File: config.mk
export PLATFORM = sky130hd
export DESIGN_NAME = cartport_isa_bridge
export DESIGN_NICKNAME = d
export VERILOG_FILES = /design/src/rtl/cib_pkg.sv /design/src/rtl/cib_decode.sv /design/src/rtl/cib_wide_latch.sv /design/src/rtl/cib_seq.sv /design/src/rtl/cartport_isa_bridge.sv
export SDC_FILE = /design/constraint.sdc
export NUM_CORES = 1
export LEC_CHECK = 0
export BUFFER_PORTS_ARGS = -buffer_cell sky130_fd_sc_hd__clkbuf_2
export CAP_MARGIN = 20
export CORE_ASPECT_RATIO = 0.8
export CORE_UTILIZATION = 40
export CTS_BUF_LIST = sky130_fd_sc_hd__clkbuf_8
export DETAILED_ROUTE_END_ITERATION = 10
export SYNTH_ARGS = -nofsm -noshare
export SYNTH_HDL_FRONTEND = slang
export SYNTH_HIERARCHICAL = 1
export SYNTH_SLANG_ARGS = --single-unit
export TNS_END_PERCENT = 30
File: constraint.sdc
create_clock -name clk -period 2.7 [get_ports clk]
set_input_delay 0.135 -clock clk [delete_from_list [all_inputs] [get_ports clk]]
set_output_delay 0.135 -clock clk [all_outputs]
set_load 0.02 [all_outputs]
File: src/rtl/cib_pkg.sv
package cib_pkg;
   typedef enum logic [1:0] {
      ST_IDLE   = 2'd0,
      ST_SETUP  = 2'd1,
      ST_STROBE = 2'd2,
      ST_HOLD   = 2'd3
   } cib_state_e;

   localparam int unsigned BYTE_W = 8;
   localparam int unsigned WORD_W = 16;
endpackage

File: src/rtl/cib_decode.sv
module cib_decode
   import cib_pkg::*;
#(
   parameter int unsigned HADDR_W = 13,
   parameter int unsigned OFS_LSB = 9,
   parameter int unsigned OFS_W   = 5,
   parameter int unsigned DAT_LSB = 1,
   parameter int unsigned ISA_AW  = 10,
   parameter logic [ISA_AW-1:0] ISA_BASE = 10'h300
) (
   input  logic [HADDR_W:1]    host_addr,
   output logic [ISA_AW-1:0]   dec_addr,
   output logic [BYTE_W-1:0]   dec_byte
);
   localparam int unsigned PAD_W = ISA_AW - OFS_W;

   generate
      if (OFS_W >= ISA_AW) begin : g_bad_width
         $error("offset field must be narrower than the ISA address");
      end
      if ((ISA_BASE % (1 << OFS_W)) != 0) begin : g_bad_base
         $error("ISA base must be aligned to the offset field");
      end
      if (OFS_LSB + OFS_W - 1 > HADDR_W || DAT_LSB + BYTE_W - 1 > HADDR_W) begin : g_bad_field
         $error("decoded fields exceed the host address width");
      end
   endgenerate

   logic [OFS_W-1:0] ofs;
   assign ofs      = host_addr[OFS_LSB +: OFS_W];
   assign dec_byte = host_addr[DAT_LSB +: BYTE_W];
   assign dec_addr = ISA_BASE | {{PAD_W{1'b0}}, ofs};
endmodule

File: src/rtl/cib_wide_latch.sv
module cib_wide_latch
   import cib_pkg::*;
#(
   parameter bit WIDE_EN = 1'b1
) (
   input  logic              clk,
   input  logic              rst_n,
   input  logic              accept,
   input  logic              acc_write,
   input  logic              wide_mode,
   input  logic [BYTE_W-1:0] byte_in,
   output logic [BYTE_W-1:0] lo_byte,
   output logic              lo_valid
);
   generate
      if (WIDE_EN) begin : g_latch
         logic [BYTE_W-1:0] lo_q;
         logic              vld_q;

         always_ff @(posedge clk or negedge rst_n) begin
            if (!rst_n) begin
               lo_q  <= '0;
               vld_q <= 1'b0;
            end else if (accept) begin
               if (acc_write) begin
                  vld_q <= 1'b0;
               end else if (wide_mode) begin
                  lo_q  <= byte_in;
                  vld_q <= 1'b1;
               end
            end
         end

         assign lo_byte  = lo_q;
         assign lo_valid = vld_q;

         // a write-window access always consumes the pending byte
         assert_valid_clear_R9: assert property (@(posedge clk) disable iff (!rst_n)
            (accept && acc_write) |=> !lo_valid);
         // a wide read-window access leaves a pending byte equal to its address byte
         assert_valid_set_R8: assert property (@(posedge clk) disable iff (!rst_n)
            (accept && !acc_write && wide_mode) |=> (lo_valid && lo_byte == $past(byte_in)));
         // a byte-mode read-window access does not create a pending byte
         assert_no_set_bytemode_R11: assert property (@(posedge clk) disable iff (!rst_n)
            (accept && !acc_write && !wide_mode && !lo_valid) |=> !lo_valid);
      end else begin : g_none
         assign lo_byte  = '0;
         assign lo_valid = 1'b0;
      end
   endgenerate
endmodule

File: src/rtl/cib_seq.sv
module cib_seq
   import cib_pkg::*;
#(
   parameter int unsigned STB_CLKS = 4
) (
   input  logic clk,
   input  logic rst_n,
   input  logic req,
   input  logic cyc_write,
   output logic accept,
   output logic last_strobe,
   output logic host_ready,
   output logic ior_n,
   output logic iow_n
);
   localparam int unsigned CNT_W = (STB_CLKS < 2) ? 1 : $clog2(STB_CLKS);
   localparam logic [CNT_W-1:0] CNT_LAST = CNT_W'(STB_CLKS - 1);

   generate
      if (STB_CLKS < 1) begin : g_bad_len
         $error("strobe length must be at least one clock");
      end
   endgenerate

   cib_state_e       state_q;
   logic [CNT_W-1:0] cnt_q;

   assign accept      = req && (state_q == ST_IDLE);
   assign last_strobe = (state_q == ST_STROBE) && (cnt_q == CNT_LAST);
   assign host_ready  = (state_q == ST_IDLE);
   assign ior_n       = !((state_q == ST_STROBE) && !cyc_write);
   assign iow_n       = !((state_q == ST_STROBE) &&  cyc_write);

   always_ff @(posedge clk or negedge rst_n) begin
      if (!rst_n) begin
         state_q <= ST_IDLE;
         cnt_q   <= '0;
      end else begin
         unique case (state_q)
            ST_IDLE:   if (accept) state_q <= ST_SETUP;
            ST_SETUP: begin
               state_q <= ST_STROBE;
               cnt_q   <= '0;
            end
            ST_STROBE: begin
               if (cnt_q == CNT_LAST) state_q <= ST_HOLD;
               else                   cnt_q   <= cnt_q + 1'b1;
            end
            ST_HOLD:   state_q <= ST_IDLE;
            default:   state_q <= ST_IDLE;
         endcase
      end
   end

   // independent run-length counter for the strobe window
   logic [CNT_W:0] chk_run_q;
   always_ff @(posedge clk or negedge rst_n) begin
      if (!rst_n)                     chk_run_q <= '0;
      else if (state_q == ST_STROBE)  chk_run_q <= chk_run_q + 1'b1;
      else if (state_q == ST_IDLE)    chk_run_q <= '0;
   end

   assert_strobe_len_R5: assert property (@(posedge clk) disable iff (!rst_n)
      (state_q == ST_HOLD) |-> (chk_run_q == (CNT_W+1)'(STB_CLKS)));
   assert_busy_no_restart_R7: assert property (@(posedge clk) disable iff (!rst_n)
      (req && state_q != ST_IDLE) |=> (state_q != ST_SETUP));
endmodule

File: src/rtl/cartport_isa_bridge.sv
module cartport_isa_bridge
   import cib_pkg::*;
#(
   parameter int unsigned HADDR_W  = 13,
   parameter int unsigned OFS_LSB  = 9,
   parameter int unsigned OFS_W    = 5,
   parameter int unsigned DAT_LSB  = 1,
   parameter int unsigned ISA_AW   = 10,
   parameter logic [ISA_AW-1:0] ISA_BASE = 10'h300,
   parameter int unsigned STB_CLKS = 4,
   parameter bit          WIDE_EN  = 1'b1
) (
   input  logic               clk,
   input  logic               rst_n,
   input  logic               host_sel_a,
   input  logic               host_sel_b,
   input  logic [HADDR_W:1]   host_addr,
   input  logic               wide_mode,
   output logic [WORD_W-1:0]  host_rdata,
   output logic               host_ready,
   output logic [ISA_AW-1:0]  isa_addr,
   output logic [WORD_W-1:0]  isa_wdata,
   input  logic [WORD_W-1:0]  isa_rdata,
   output logic               isa_ior_n,
   output logic               isa_iow_n,
   output logic               isa_word
);
   logic [ISA_AW-1:0] dec_addr;
   logic [BYTE_W-1:0] dec_byte;
   logic              req, acc_write, accept, last_strobe;
   logic [BYTE_W-1:0] lo_byte;
   logic              lo_valid;

   logic [ISA_AW-1:0] addr_q;
   logic [WORD_W-1:0] wdata_q, rdata_q;
   logic              write_q, word_q;

   // exactly one window select makes an access; both together is rejected
   assign req       = host_sel_a ^ host_sel_b;
   assign acc_write = host_sel_b;

   cib_decode #(
      .HADDR_W (HADDR_W), .OFS_LSB (OFS_LSB), .OFS_W (OFS_W),
      .DAT_LSB (DAT_LSB), .ISA_AW (ISA_AW), .ISA_BASE (ISA_BASE)
   ) u_decode (
      .host_addr (host_addr),
      .dec_addr  (dec_addr),
      .dec_byte  (dec_byte)
   );

   cib_wide_latch #(.WIDE_EN (WIDE_EN)) u_wide (
      .clk       (clk),
      .rst_n     (rst_n),
      .accept    (accept),
      .acc_write (acc_write),
      .wide_mode (wide_mode),
      .byte_in   (dec_byte),
      .lo_byte   (lo_byte),
      .lo_valid  (lo_valid)
   );

   cib_seq #(.STB_CLKS (STB_CLKS)) u_seq (
      .clk         (clk),
      .rst_n       (rst_n),
      .req         (req),
      .cyc_write   (write_q),
      .accept      (accept),
      .last_strobe (last_strobe),
      .host_ready  (host_ready),
      .ior_n       (isa_ior_n),
      .iow_n       (isa_iow_n)
   );

   logic acc_word;
   assign acc_word = WIDE_EN && wide_mode && (!acc_write || lo_valid);

   always_ff @(posedge clk or negedge rst_n) begin
      if (!rst_n) begin
         addr_q  <= ISA_BASE;
         wdata_q <= '0;
         write_q <= 1'b0;
         word_q  <= 1'b0;
      end else if (accept) begin
         addr_q  <= dec_addr;
         write_q <= acc_write;
         word_q  <= acc_word;
         if (!acc_write)    wdata_q <= '0;
         else if (acc_word) wdata_q <= {dec_byte, lo_byte};
         else               wdata_q <= {{(WORD_W-BYTE_W){1'b0}}, dec_byte};
      end
   end

   always_ff @(posedge clk or negedge rst_n) begin
      if (!rst_n) begin
         rdata_q <= '0;
      end else if (last_strobe && !write_q) begin
         if (word_q) rdata_q <= isa_rdata;
         else        rdata_q <= {isa_rdata[BYTE_W-1:0], {(WORD_W-BYTE_W){1'b0}}};
      end
   end

   assign isa_addr   = addr_q;
   assign isa_wdata  = wdata_q;
   assign host_rdata = rdata_q;
   assign isa_word   = word_q;

   assert_strobe_excl_R2: assert property (@(posedge clk) disable iff (!rst_n)
      !(!isa_ior_n && !isa_iow_n));
   assert_setup_stable_R5: assert property (@(posedge clk) disable iff (!rst_n)
      ($fell(isa_ior_n) || $fell(isa_iow_n)) |-> ($stable(isa_addr) && $stable(isa_wdata)));
   assert_hold_stable_R5: assert property (@(posedge clk) disable iff (!rst_n)
      ($rose(isa_ior_n) || $rose(isa_iow_n)) |=> ($stable(isa_addr) && $stable(isa_wdata)));
   assert_wait_in_strobe_R6: assert property (@(posedge clk) disable iff (!rst_n)
      (!isa_ior_n || !isa_iow_n) |-> !host_ready);
   assert_ready_drop_R6: assert property (@(posedge clk) disable iff (!rst_n)
      (host_ready && (host_sel_a ^ host_sel_b)) |=> !host_ready);
endmodule

==> results_dict.tcl, run 1 <==
set metrics [dict create \
    clock_latency_ns 0.33 \
    reg2reg_slack_ns 0.79 \
    worst_ir_drop_vdd_mv 0.605 \
    drt-wirelength-per-cell_um 12.8 \
    core_um2 6410 \
    r2r-start "u_seq/state_q[0]$_DFFE_PN0P_" \
    fin_nets 323 \
    syn_inst 213 \
    worst-path-buf-inv 2 \
    dpl.hpwl_um 3340 \
    cts_root_buffer "clkbuf_8" \
    worst_pin_slew_ns 0.757 \
    antenna_found_initial 0 \
    area_growth_pct 19.8 \
    critPathSlowestCell "and2_1" \
    drtPass1Iterations 4 \
    routed_wl_um 4790 \
    grt_overflow 0 \
    worstSetupEndpointType "flop" \
    placed_area_um2 2980 \
    status "finished clean" \
    utilization_pct 49.9 \
    row_count 26 \
    synthFlopType "dfrtp_1" \
    yosys_warnings 6 \
    numClockSinks 57 \
    grt_pass1_vias 1582 \
    fillers 568 \
    crit_required_ns 2.91 \
    first_iter_violations 83 \
    final_hold_viol_count 0 \
    cp.depth 5 \
    crit_path_cell_trace "inv_1, ha_1, and2_1, buf_4, mux2_2" \
    cts-htree-levels 3 \
    fin_skew_ns 0.00849 \
    io_buffers 79 \
    synth_area_um2 2670 \
    fmaxAchievable_mhz 523 \
    final_area_um2 3200 \
    synth-seq-area-share_pct 53.5 \
    fin_ws_ns 0.789 \
    hold_buffers 1 \
    leakage_nw 1.69 \
    final_cell_mix "clkbuf_2, dfrtp_1, nand2_1, mux2i_1, o21ai_0" \
    synth_edf_count 0 \
    start_util_pct 41.7 \
    clkTransAtPathRegs_ns 0.06 \
    cap_viol_max_count 0 \
    die_w_um 93.4 \
    cts-buffers-inserted 9 \
    dieArea_um2 7010 \
    tns_ns 0 \
    min_from "host_addr[13]" \
    cts-resized-gates 0 \
    crit_arrival_ns 2.12 \
    criticalPathCategory "reg2reg" \
    num_vias 1726 \
    postCtsSetupBuffers 0 \
    ys_async_sr_fraction_pct 100 \
    avgSynthCellArea_um2 12.5 \
    synth_seq_cells 57 \
    cts_tree "done" \
    hold_path_class "in2reg" \
    grt_pass1_wl_um 7720 \
    grt_usage_pct 15.2 \
    grt_start_max_net_pins 58 \
    avgViaCountPerCell 4.63 \
    drc 0 \
    clockBufferDepth 2 \
    drive_above_1_share_pct 44.3 \
    diodes 0 \
    relSlewSlack_pct 49.5 \
    final_common_cell "clkbuf_2" \
    synthDistinctLibCells 34 \
    setup.worst_path.start_class "flop" \
    period_minus_slack_ns 1.91 \
    critPathLaunch "u_seq/state_q[0]$_DFFE_PN0P_" \
    path_max_fanout 12 \
    period_share_pct 70.8 \
    die_y_um 75.1 \
    grt_setup_unrepaired "no" \
    dp_slack_ns 0.777 \
    finalSetupViolations 0 \
    place_congestion 0.707 \
    num_io_pins 80 \
    p_per_area_nw_per_um2 1130 \
    rr_worst_depth 5 \
    finalMaxSlewViolations 0 \
    holdPathStages 2 \
    ant_nets 0 \
    crit_path_max_incr_delay_ns 0.41 \
    crit_family "simple AND/OR/NAND/NOR gates" \
]
-- flip-flops by register name, summed over array words and instances, names as in the netlist --
register,flops
host_rdata,16
isa_wdata,16
isa_addr,10
u_wide/lo_byte,8
u_seq/cnt_q,2
u_seq/state_q,2
isa_word,1
u_wide/lo_valid,1
write_q,1
-- path summary, 6_finish.rpt --
| kind | endpoint |
|---|---|
| setup reg to reg | isa_addr[1]$_DFFE_PN0P_ |
| min in group asynchronous | isa_wdata[11]$_DFFE_PN0P_ |
| hold / removal | isa_addr[4]$_DFFE_PN0P_ |
| setup / recovery | isa_addr[1]$_DFFE_PN0P_ |
| max in group asynchronous | write_q$_DFFE_PN0P_ |
| hold reg to reg | host_rdata[15]$_DFFE_PN0P_ |
-- stage by stage --
stage	cells	power (mW)	hold slack, ns
after CTS	372	3.69	0.0192
after global placement	355	2.86	0.321
after floorplan	216	2.51	-0.161
after global routing	373	3.89	0.00338
final	373	3.63	0.0404
after detailed placement	355	2.89	0.326
-- kinds of logic after synthesis --
| group | after synthesis | synth area share [%] |
|---|---|---|
| other | 2 | 0.281 |
| flip-flops | 57 | 53.5 |
| AO/OA/AOI/OAI | 40 | 10.4 |
| buffers and inverters | 35 | 9.41 |
| AND/OR/NAND/NOR | 36 | 7.68 |
| multiplexers | 37 | 16.1 |
| adder cells (fa/ha/maj) | 5 | 2.34 |
| XOR/XNOR | 1 | 0.328 |
-- power by group --
group | leakage [nW] | internal [mW] | switching [mW]
registers | 0.669 | 1.21 | 0.238
clock network | 0.0995 | 0.444 | 0.330
logic | 0.925 | 0.639 | 0.775
-- cell type report --
cell class                      count  area, um2  share of cell area, %
Timing Repair Buffer               83        430                   13.4
Inverter                            9       36.3                   1.13
Tap cell                           84        105                   3.28
Sequential cell                    57       1430                   44.6
Clock buffer                       10        138                   4.30
Multi-Input combinational cell    124       1000                   31.4
Clock inverter                      6       58.8                   1.84
-- worst register-to-register path, cell delays in order, from the launching register on --
cell	delay (ns)
dfrtp_1	0.40
inv_1	0.10
ha_1	0.23
and2_1	0.41
buf_4	0.30
mux2_2	0.35
-- cells in the mapped netlist (2+ instances only) --
library cell,n,area share (%)
a21oi_1,2,0.37
a22o_1,8,2.6
buf_2,2,0.37
buf_4,18,5.1
buf_6,4,1.7
conb_1,2,0.28
dfrtp_1,55,51
dfstp_2,2,2.0
ha_1,5,2.3
inv_1,8,1.1
mux2_2,11,4.6
mux2_4,9,5.1
mux2i_1,17,6.4
nand2_1,26,3.7
nand2_4,2,0.84
o21ai_0,17,3.2
o2bb2ai_1,8,2.6
-- layer usage --
metal  wire (um)  vias up  global-route usage [%]
li1            -      845                       -
met3         372        4                    8.59
met4          44        0                    5.13
met2        2170       55                    22.3
met5           0        -                       0
met1        2200      822                    19.0
Note: power is estimated with default switching activity, not from simulation.
==> run 2: changes to the inputs <==
- PLACE_DENSITY: default -> 0.67
- clock period: 2.7 -> 1.6 ns (I/O delays scaled with it)
==> run 2 against run 1 <==
Hold slack lost 0.025 ns. Critical path type unchanged. Die area unchanged. Power increased by 75%. Non-clock buffer count is 26 higher. Sequential power increased by 65%. Via count up 5.9%.
==> results_dict.tcl, run 2 (synthesis results as in run 1) <==
set metrics [dict create \
    status "finished clean" \
    r2r-start "u_seq/state_q[1]$_DFFE_PN0P_" \
    num_vias 1827 \
    grt_pass1_wl_um 8190 \
    final_area_um2 3480 \
    worstSetupEndpointType "flop" \
    crit_required_ns 1.82 \
    cts-buffers-inserted 9 \
    path_max_fanout 9 \
    start_util_pct 41.7 \
    grt_pass1_vias 1722 \
    leakage_nw 1.81 \
    criticalPathCategory "reg2reg" \
    io_buffers 79 \
    cap_viol_max_count 0 \
    antenna_found_initial 0 \
    placed_area_um2 3060 \
    worst_ir_drop_vdd_mv 1.06 \
    clock_latency_ns 0.34 \
    finalSetupViolations 0 \
    period_minus_slack_ns 1.53 \
    drc 0 \
    finalMaxSlewViolations 0 \
    fin_nets 349 \
    setup.worst_path.start_class "flop" \
    final_cell_mix "clkbuf_2, dfrtp_1, nand2_1, dlygate4sd3_1" \
    routed_wl_um 5040 \
    wl_met1_um 2390 \
    clockBufferDepth 2 \
    hold_path_class "in2reg" \
    critPathLaunch "u_seq/state_q[1]$_DFFE_PN0P_" \
    die_y_um 75.1 \
    core_um2 6410 \
    final_common_cell "clkbuf_2" \
    fin_skew_ns 0.00912 \
    dp_slack_ns 0.0221 \
    drt-wirelength-per-cell_um 12.6 \
    grt_overflow 0 \
    drtPass1Iterations 4 \
    numClockSinks 57 \
    die_w_um 93.4 \
    drive_above_1_share_pct 44.8 \
    fmaxAchievable_mhz 655 \
    grt_setup_unrepaired "no" \
    fillers 557 \
    final_hold_viol_count 0 \
    crit_arrival_ns 1.74 \
    clkTransAtPathRegs_ns 0.07 \
    cts-htree-levels 3 \
    cts_root_buffer "clkbuf_8" \
    wl_met2_um 2280 \
    ant_nets 0 \
    diodes 0 \
    cts_tree "done" \
    power_mw 6.34 \
    min_from "host_addr[3]" \
    first_iter_violations 62 \
    utilization_pct 54.4 \
    p_per_area_nw_per_um2 1820 \
    tns_ns 0 \
    avgViaCountPerCell 4.58 \
    num_io_pins 80 \
    period_share_pct 95.4 \
    dr_wl_met3_um 321 \
    highest-signal-layer "met4" \
    grt_usage_pct 15.7 \
    fin_ws_ns 0.0735 \
    grt_start_max_net_pins 33 \
    place_congestion 0.728 \
    row_count 26 \
    area_growth_pct 30.4 \
    dpl.hpwl_um 3470 \
    dieArea_um2 7010 \
]
run 2: final timing paths:
kind,end,depth (start not counted),slack (ns)
min,u_wide/lo_byte[2]$_DFFE_PN0P_,2,0.02
max,isa_addr[3]$_DFFE_PN0P_,5,0.07
min in group asynchronous,isa_wdata[15]$_DFFE_PN0P_,2,0.18
max reg2reg,isa_addr[3]$_DFFE_PN0P_,5,0.07
max in group asynchronous,isa_addr[8]$_DFFE_PN1P_,3,0.83
min reg2reg,host_rdata[10]$_DFFE_PN0P_,2,0.48
run 2: layout make-up:
type                    instances  area (um2)  share of cell area, %
clock buffers                  10         138                   3.95
multi-input cells             124        1020                   29.4
well taps                      84         105                   3.02
repair buffers                109         686                   19.7
clock inverters                 6        67.6                   1.94
flip-flops and latches         57        1430                   41.0
inverters                       9        36.3                   1.04
run 2: worst max-delay path, stage by stage, from the launching register on:
cell     delay, ns
dfrtp_1       0.41
inv_1         0.13
ha_4          0.17
and2_4        0.23
buf_4         0.17
mux2_4        0.30
run 2: power by group:
part / internal, mW / switching, mW / leakage [nW]
clock network: 0.763 / 0.600 / 0.0985
registers: 2.04 / 0.337 / 0.669
logic: 1.20 / 1.41 / 1.04
total: 3.99 / 2.35 / 1.81
run 2: routing by layer:
layer / up-vias / GRT usage (%)
met5: - / 0
met4: 0 / 6.15
met3: 6 / 6.06
met2: 54 / 23.4
met1: 857 / 20.7
li1: 910 / -
run 2: what timing repair did:
item	4_1_cts	5_1_grt
setup buffers	0	1
resized for setup	0	3
endpoints found under the setup margin	0	40
hold buffers	21	0
hold endpoints to repair	76	0
run 2: through the flow:
step | std cells | hold slack (ns)
4_1_cts | 398 | 0.000387
2_1_floorplan | 216 | -0.216
3_3_place_gp | 361 | -0.000551
3_5_place_dp | 361 | 0.00211
5_1_grt | 399 | 0.00662
6_report | 399 | 0.0154
